### src/rtl/fsu_pkg.sv
package fsu_pkg;
   typedef enum logic [1:0] {
      SEL_RF  = 2'd0,
      SEL_EX  = 2'd1,
      SEL_MEM = 2'd2,
      SEL_WB  = 2'd3
   } opsel_e;

   localparam int STAGES = 3;
   localparam int ST_EX  = 0;
   localparam int ST_MEM = 1;
   localparam int ST_WB  = 2;
endpackage

### src/rtl/fsu_ctrl_pipe.sv
module fsu_ctrl_pipe #(
   parameter int REG_AW = 5
) (
   input  logic              clk,
   input  logic              rst_n,
   input  logic              bubble,
   input  logic [REG_AW-1:0] in_dst,
   input  logic              in_wr,
   input  logic              in_ld,
   output logic [REG_AW-1:0] st_dst [fsu_pkg::STAGES],
   output logic              st_wr  [fsu_pkg::STAGES],
   output logic              ex_ld
);
   import fsu_pkg::*;

   always_ff @(posedge clk or negedge rst_n) begin
      if (!rst_n) begin
         st_dst[ST_EX] <= '0;
         st_wr[ST_EX]  <= 1'b0;
         ex_ld         <= 1'b0;
      end else begin
         st_dst[ST_EX] <= in_dst;
         st_wr[ST_EX]  <= in_wr & ~bubble;
         ex_ld         <= in_ld & ~bubble;
      end
   end

   for (genvar s = 1; s < STAGES; s++) begin : g_shift
      always_ff @(posedge clk or negedge rst_n) begin
         if (!rst_n) begin
            st_dst[s] <= '0;
            st_wr[s]  <= 1'b0;
         end else begin
            st_dst[s] <= st_dst[s-1];
            st_wr[s]  <= st_wr[s-1];
         end
      end
   end

   AST_BUBBLE_CLEARS_EX: assert property (@(posedge clk) disable iff (!rst_n)
      bubble |=> (!st_wr[ST_EX] && !ex_ld));
   AST_MEM_TRACKS_EX: assert property (@(posedge clk) disable iff (!rst_n)
      st_wr[ST_EX] |=> st_wr[ST_MEM]);
endmodule

### src/rtl/fsu_src_match.sv
module fsu_src_match #(
   parameter int REG_AW = 5
) (
   input  logic [REG_AW-1:0] src,
   input  logic [REG_AW-1:0] st_dst [fsu_pkg::STAGES],
   input  logic              st_wr  [fsu_pkg::STAGES],
   output fsu_pkg::opsel_e   sel
);
   import fsu_pkg::*;

   logic [STAGES-1:0] hit;

   for (genvar s = 0; s < STAGES; s++) begin : g_hit
      assign hit[s] = st_wr[s] && (st_dst[s] == src) && (src != '0);
   end

   always_comb begin
      if (hit[ST_EX])       sel = SEL_EX;
      else if (hit[ST_MEM]) sel = SEL_MEM;
      else if (hit[ST_WB])  sel = SEL_WB;
      else                  sel = SEL_RF;
   end

   always_comb begin
      AST_ZERO_SRC_NO_FWD: assert (src != '0 || sel == SEL_RF);
      AST_SEL_HAS_WRITER: assert (sel == SEL_RF || st_wr[int'(sel) - 1]);
   end
endmodule

### src/rtl/fsu_hold_ctl.sv
module fsu_hold_ctl (
   input  logic            clk,
   input  logic            rst_n,
   input  logic            ex_ld,
   input  fsu_pkg::opsel_e sel_a,
   input  fsu_pkg::opsel_e sel_b,
   input  logic            redirect,
   output logic            stall,
   output logic            bubble
);
   import fsu_pkg::*;

   logic squash_q;
   logic take_redirect;

   assign stall         = ex_ld && (sel_a == SEL_EX || sel_b == SEL_EX) && !squash_q;
   assign bubble        = stall || squash_q;
   assign take_redirect = redirect && !stall && !squash_q;

   always_ff @(posedge clk or negedge rst_n) begin
      if (!rst_n) squash_q <= 1'b0;
      else        squash_q <= take_redirect;
   end

   AST_STALL_NEEDS_LOAD: assert property (@(posedge clk) disable iff (!rst_n)
      stall |-> ex_ld);
   AST_STALL_ONE_CYCLE: assert property (@(posedge clk) disable iff (!rst_n)
      stall |=> !stall);
   AST_REDIRECT_SQUASH: assert property (@(posedge clk) disable iff (!rst_n)
      (redirect && !bubble) |=> (bubble && !stall));
endmodule

### src/rtl/fsu_hazard_unit.sv
module fsu_hazard_unit #(
   parameter int REG_AW = 5
) (
   input  logic              clk,
   input  logic              rst_n,
   input  logic [REG_AW-1:0] dec_src_a,
   input  logic [REG_AW-1:0] dec_src_b,
   input  logic [REG_AW-1:0] dec_dst,
   input  logic              dec_wr,
   input  logic              dec_ld,
   input  logic              redirect,
   output logic [1:0]        fwd_a,
   output logic [1:0]        fwd_b,
   output logic              stall,
   output logic              bubble
);
   import fsu_pkg::*;

   localparam int NSRC  = 2;
   localparam int NREGS = 1 << REG_AW;

   if (REG_AW < 1 || REG_AW > 8) begin : g_bad_aw
      $error("REG_AW out of range");
   end
   if (NREGS < 2) begin : g_bad_regs
      $error("need at least two registers");
   end

   logic [REG_AW-1:0] st_dst [STAGES];
   logic              st_wr  [STAGES];
   logic              ex_ld;
   logic [REG_AW-1:0] src    [NSRC];
   opsel_e            sel    [NSRC];

   assign src[0] = dec_src_a;
   assign src[1] = dec_src_b;

   fsu_ctrl_pipe #(.REG_AW(REG_AW)) u_pipe (
      .clk    (clk),
      .rst_n  (rst_n),
      .bubble (bubble),
      .in_dst (dec_dst),
      .in_wr  (dec_wr),
      .in_ld  (dec_ld),
      .st_dst (st_dst),
      .st_wr  (st_wr),
      .ex_ld  (ex_ld)
   );

   for (genvar k = 0; k < NSRC; k++) begin : g_src
      fsu_src_match #(.REG_AW(REG_AW)) u_match (
         .src    (src[k]),
         .st_dst (st_dst),
         .st_wr  (st_wr),
         .sel    (sel[k])
      );
   end

   fsu_hold_ctl u_hold (
      .clk      (clk),
      .rst_n    (rst_n),
      .ex_ld    (ex_ld),
      .sel_a    (sel[0]),
      .sel_b    (sel[1]),
      .redirect (redirect),
      .stall    (stall),
      .bubble   (bubble)
   );

   assign fwd_a = sel[0];
   assign fwd_b = sel[1];

   AST_BUBBLE_COVERS_STALL: assert property (@(posedge clk) disable iff (!rst_n)
      stall |-> bubble);
endmodule

### config.mk
export PLATFORM = sky130hd
export DESIGN_NAME = fsu_hazard_unit
export DESIGN_NICKNAME = d
export VERILOG_FILES = /design/src/rtl/fsu_pkg.sv /design/src/rtl/fsu_ctrl_pipe.sv /design/src/rtl/fsu_src_match.sv /design/src/rtl/fsu_hold_ctl.sv /design/src/rtl/fsu_hazard_unit.sv
export SDC_FILE = /design/constraint.sdc
export NUM_CORES = 1
export LEC_CHECK = 0
export BUFFER_PORTS_ARGS = -buffer_cell sky130_fd_sc_hd__buf_2
export CAP_MARGIN = 40
export CORE_MARGIN = 2
export CORE_UTILIZATION = 45
export CTS_BUF_LIST = sky130_fd_sc_hd__clkbuf_16
export CTS_CLUSTER_DIAMETER = 100
export DETAILED_ROUTE_END_ITERATION = 8
export HOLD_SLACK_MARGIN = 0.02
export PLACE_DENSITY = 0.73
export SLEW_MARGIN = 20
export SYNTH_ARGS = -nofsm -noshare
export SYNTH_HDL_FRONTEND = slang
export SYNTH_HIERARCHICAL = 1
export SYNTH_SLANG_ARGS = --single-unit
export TNS_END_PERCENT = 50
### constraint.sdc
create_clock -name clk -period 1.9 [get_ports clk]
set_input_delay 0.38 -clock clk [delete_from_list [all_inputs] [get_ports clk]]
set_output_delay 0.38 -clock clk [all_outputs]
set_load 0.05 [all_outputs]
==> results.md <==
* DRT Pass-1 Iters at 5
* Gr usage total at 20.9%
* Min cycle time layout at 2.63 ns
* Startpoint types: register
* Dpl ws at -0.675 ns
* Final setup vio count at 9
* Clock skew at 0.00165 ns
* Worst-path clk slew at 0.05 ns
* Worst-margin pin slew at 0.493 ns
* Primary FF master, synth: dfrtp_1
* Top cell type by total area after synthesis: dfrtp_1
* Syn nets at 102
* CP required at 1.52 ns
* Tcrit/Tclk final at 138%
* WL per Instance at 14.9 µm
* Worst setup path startpoint: u_pipe/st_dst[8]$_DFF_PN0_
* CTS Hold Bufs at 0
* DP HPWL at 1710 µm
* Most numerous cell in the Yosys netlist: xnor2_1
* Worst endpoint data arrival time at 2.25 ns
* DR vias/cell at 4.94
* RSZ-0062 raised after global routing: true
* Final Hold Vio Count at 0
* CTS max path bufs at 2
* Synth Warn # at 6
* Top cells by area, synth: dfrtp_1 51%, xnor2_1 20%, xor2_1 7.2%
* Yosys reg bits at 20
* Die ar. at 0.00256 mm²
* Skew-Pair Late Insertion Delay at 0.25 ns
* NumNets Final at 150
* PortBufs at 25
* Crit Path Max Fanout at 3
* Total power draw at 1220 µW
* FILL cells at 146
* Largest family of logic cells by synthesized area: XOR/XNOR gates
* DIE HEIGHT at 50.6 µm
* Share of layout cells above drive strength 1 at 49.6%
* Global placement routability congestion at 0.821
* EDFF count, synth at 0
* Launching point of the worst reg2reg path: u_pipe/st_dst[8]$_DFF_PN0_
* # rows at 16
* Critical path, cell by cell: xnor2_1 -> nand4_1 -> or4_4 -> a21o_4 -> nor2b_4 -> o21ai_4 -> nand2b_4 -> buf_6
* FF+latch area at 500 µm²
* Initial antenna violation count at 0
* Violations in the final reports: setup timing
* Final worst slack at -0.728 ns
* Hold Path Class: primary input to async pin
* Synth Cell Area at 976 µm²
* TritonCTS Buffers at 3
* CTS tree: done
* Remaining DRCs at 0
* Area delta synth->final at 52.3%
* CP max stage delay at 0.47 ns
* Register area share after synthesis at 51.3%
* Critical path class: register to output port
* Maximum Capacitance Violations at 0
* Mapped Cells at 82
* Share of the synthesized area in the top cell type at 51.3%
* Mean Syn Cell Area at 11.9 µm²
* Post-Synth XOR/XNOR Area at 26.9%
* Post-synthesis cell type count at 17
* Top Ports at 26
* Vias in the first global route at 858
* Multiplexer share of the synthesized area at 0%
* Most instantiated cells after synthesis: 22 x xnor2_1, 20 x dfrtp_1, 8 x xor2_1, 6 x nand4_1, 4 x or4_1
* Final slew viol count at 0
* GRT overflow at 0
* Lkg Pwr at 0.000648 µW
* Power Density at 823 mW/mm²
* Largest net degree at the start of global routing at 21
* 1st-iter DRT viols at 15
* First-pass GRT wire length at 3860 µm
* Post-DRT Antenna Nets at 0
* Max_slew headroom at 66.9%
* Fmax at 381 MHz
* H-tree lvl count at 1
* Synth Area in Simple Gates at 18.3%
* Worst-case vdd ir drop at 1.09 mV
* Compound-cell area share of the yosys netlist at 3.46%
* Core ar. at 0.00200 mm²
* Multi-input logic area at 562 µm²
* Post-CTS setup buffers at 0
* Routed vias at 771
* Status: complete, but fails checks
* Initial Util at 48.8%
* Die span in x at 50.6 µm
* Crit path capture type: output port
* Post-synthesis adder-cell area fraction at 0%
* Clock Root Buffer: clkbuf_16
* Number of diodes at 0
* Clock sink count at 20
* Final wirelength at 2330 µm
* Fraction of registers with async set/reset at 100%
* Crit path max-delay cell type: or4_4
==> per-stage QoR <==
stage	hold WS [ns]	std cells	area, µm²	util [%]	setup TNS (ns)
finish	0.0643	156	1490	74.3	-3.45
global route	0.104	156	1490	74.3	-4.07
CTS	0.0765	156	1480	73.9	-3.42
detailed placement	0.341	152	1340	67.1	-3.60
global placement	0.343	152	1340	67.1	-3.36
floorplan	0.0844	82	1050	-	-1.61
==> layout make-up <==
class	instances	area share, %
multi-input cells	62	37.8
well taps	27	2.27
clock inverters	1	2.02
clock buffers	3	5.05
repair buffers	43	19.2
flip-flops and latches	20	33.7
==> registers in the layout, summed over array words and instances (netlist names) <==
name and cells:
u_pipe/st_wr 3, u_pipe/ex_ld 1, u_hold/squash_q 1, u_pipe/st_dst 15
==> cell usage in the layout (no fill, tap or decap) <==
cell / instances
xnor2_1: 21
buf_2: 21
dfrtp_1: 20
buf_4: 18
xor2_1: 8
nand4_1: 6
buf_6: 4
clkbuf_16: 3
or4_1: 2
nor2_2: 2
or4_4: 2
nand2_1: 2
nor3_1: 2
a21o_4: 2
or3_2: 2
a21oi_4: 2
nor2b_4: 2
nor2b_1: 2
bufinv_16: 1
xnor2_2: 1
nor4_2: 1
nor4_1: 1
o21ai_4: 1
nor2_4: 1
and3b_1: 1
nand2b_4: 1
==> power breakdown <==
| part | internal, µW | switching (µW) | leakage [µW] |
|---|---|---|---|
| clock network | 417 | 144 | 0.0000511 |
| logic | 97.4 | 90.3 | 0.000359 |
| registers | 451 | 24.1 | 0.000237 |
| total | 966 | 258 | 0.000648 |
==> worst max-delay path: cells and delay by family, from the launching register on <==
kind	cells	cell delay [ns]
DFF	1	0.44
and+or+nand+nor	4	0.79
xor gates and xnor gates	1	0.16
AOI/OAI and AO/OA	2	0.46
buffers and inverters	1	0.15
==> worst paths after layout <==
kind / end / slack (ns) / depth (start not counted)
worst min-delay path: u_pipe/st_dst[6]$_DFF_PN0_ / 0.06 / 1
worst max register to register: u_pipe/st_wr[2]$_DFF_PN0_ / -0.25 / 9
min in group clk: u_pipe/st_dst[10]$_DFF_PN0_ / 0.24 / 1
max in group asynchronous: u_pipe/st_dst[7]$_DFF_PN0_ / 1.54 / 1
worst max-delay path: bubble / -0.73 / 8
worst min register to register: u_pipe/st_wr[1]$_DFF_PN0_ / 0.41 / 0
==> timing repair <==
item	CTS	global route
gates resized for setup	9	1
setup endpoints to repair	9	9
pin swaps	2	1
==> per-layer routing <==
layer | track usage (%) | wire length (µm) | up-vias
met5 | 0 | 0 | -
met4 | 3.60 | 10 | 0
met3 | 4.46 | 85 | 2
met2 | 38.8 | 1280 | 19
met1 | 24.9 | 955 | 375
li1 | - | - | 375
==> logic make-up (layout without fill, tap and decap cells) <==
group	count (synthesis)	in the layout
flip-flops	20	20
buffers and inverters	0	47
AO/OA/AOI/OAI	5	5
AND/OR/NAND/NOR	27	27
XOR/XNOR	30	30
Note: power is estimated with default switching activity, not from simulation.
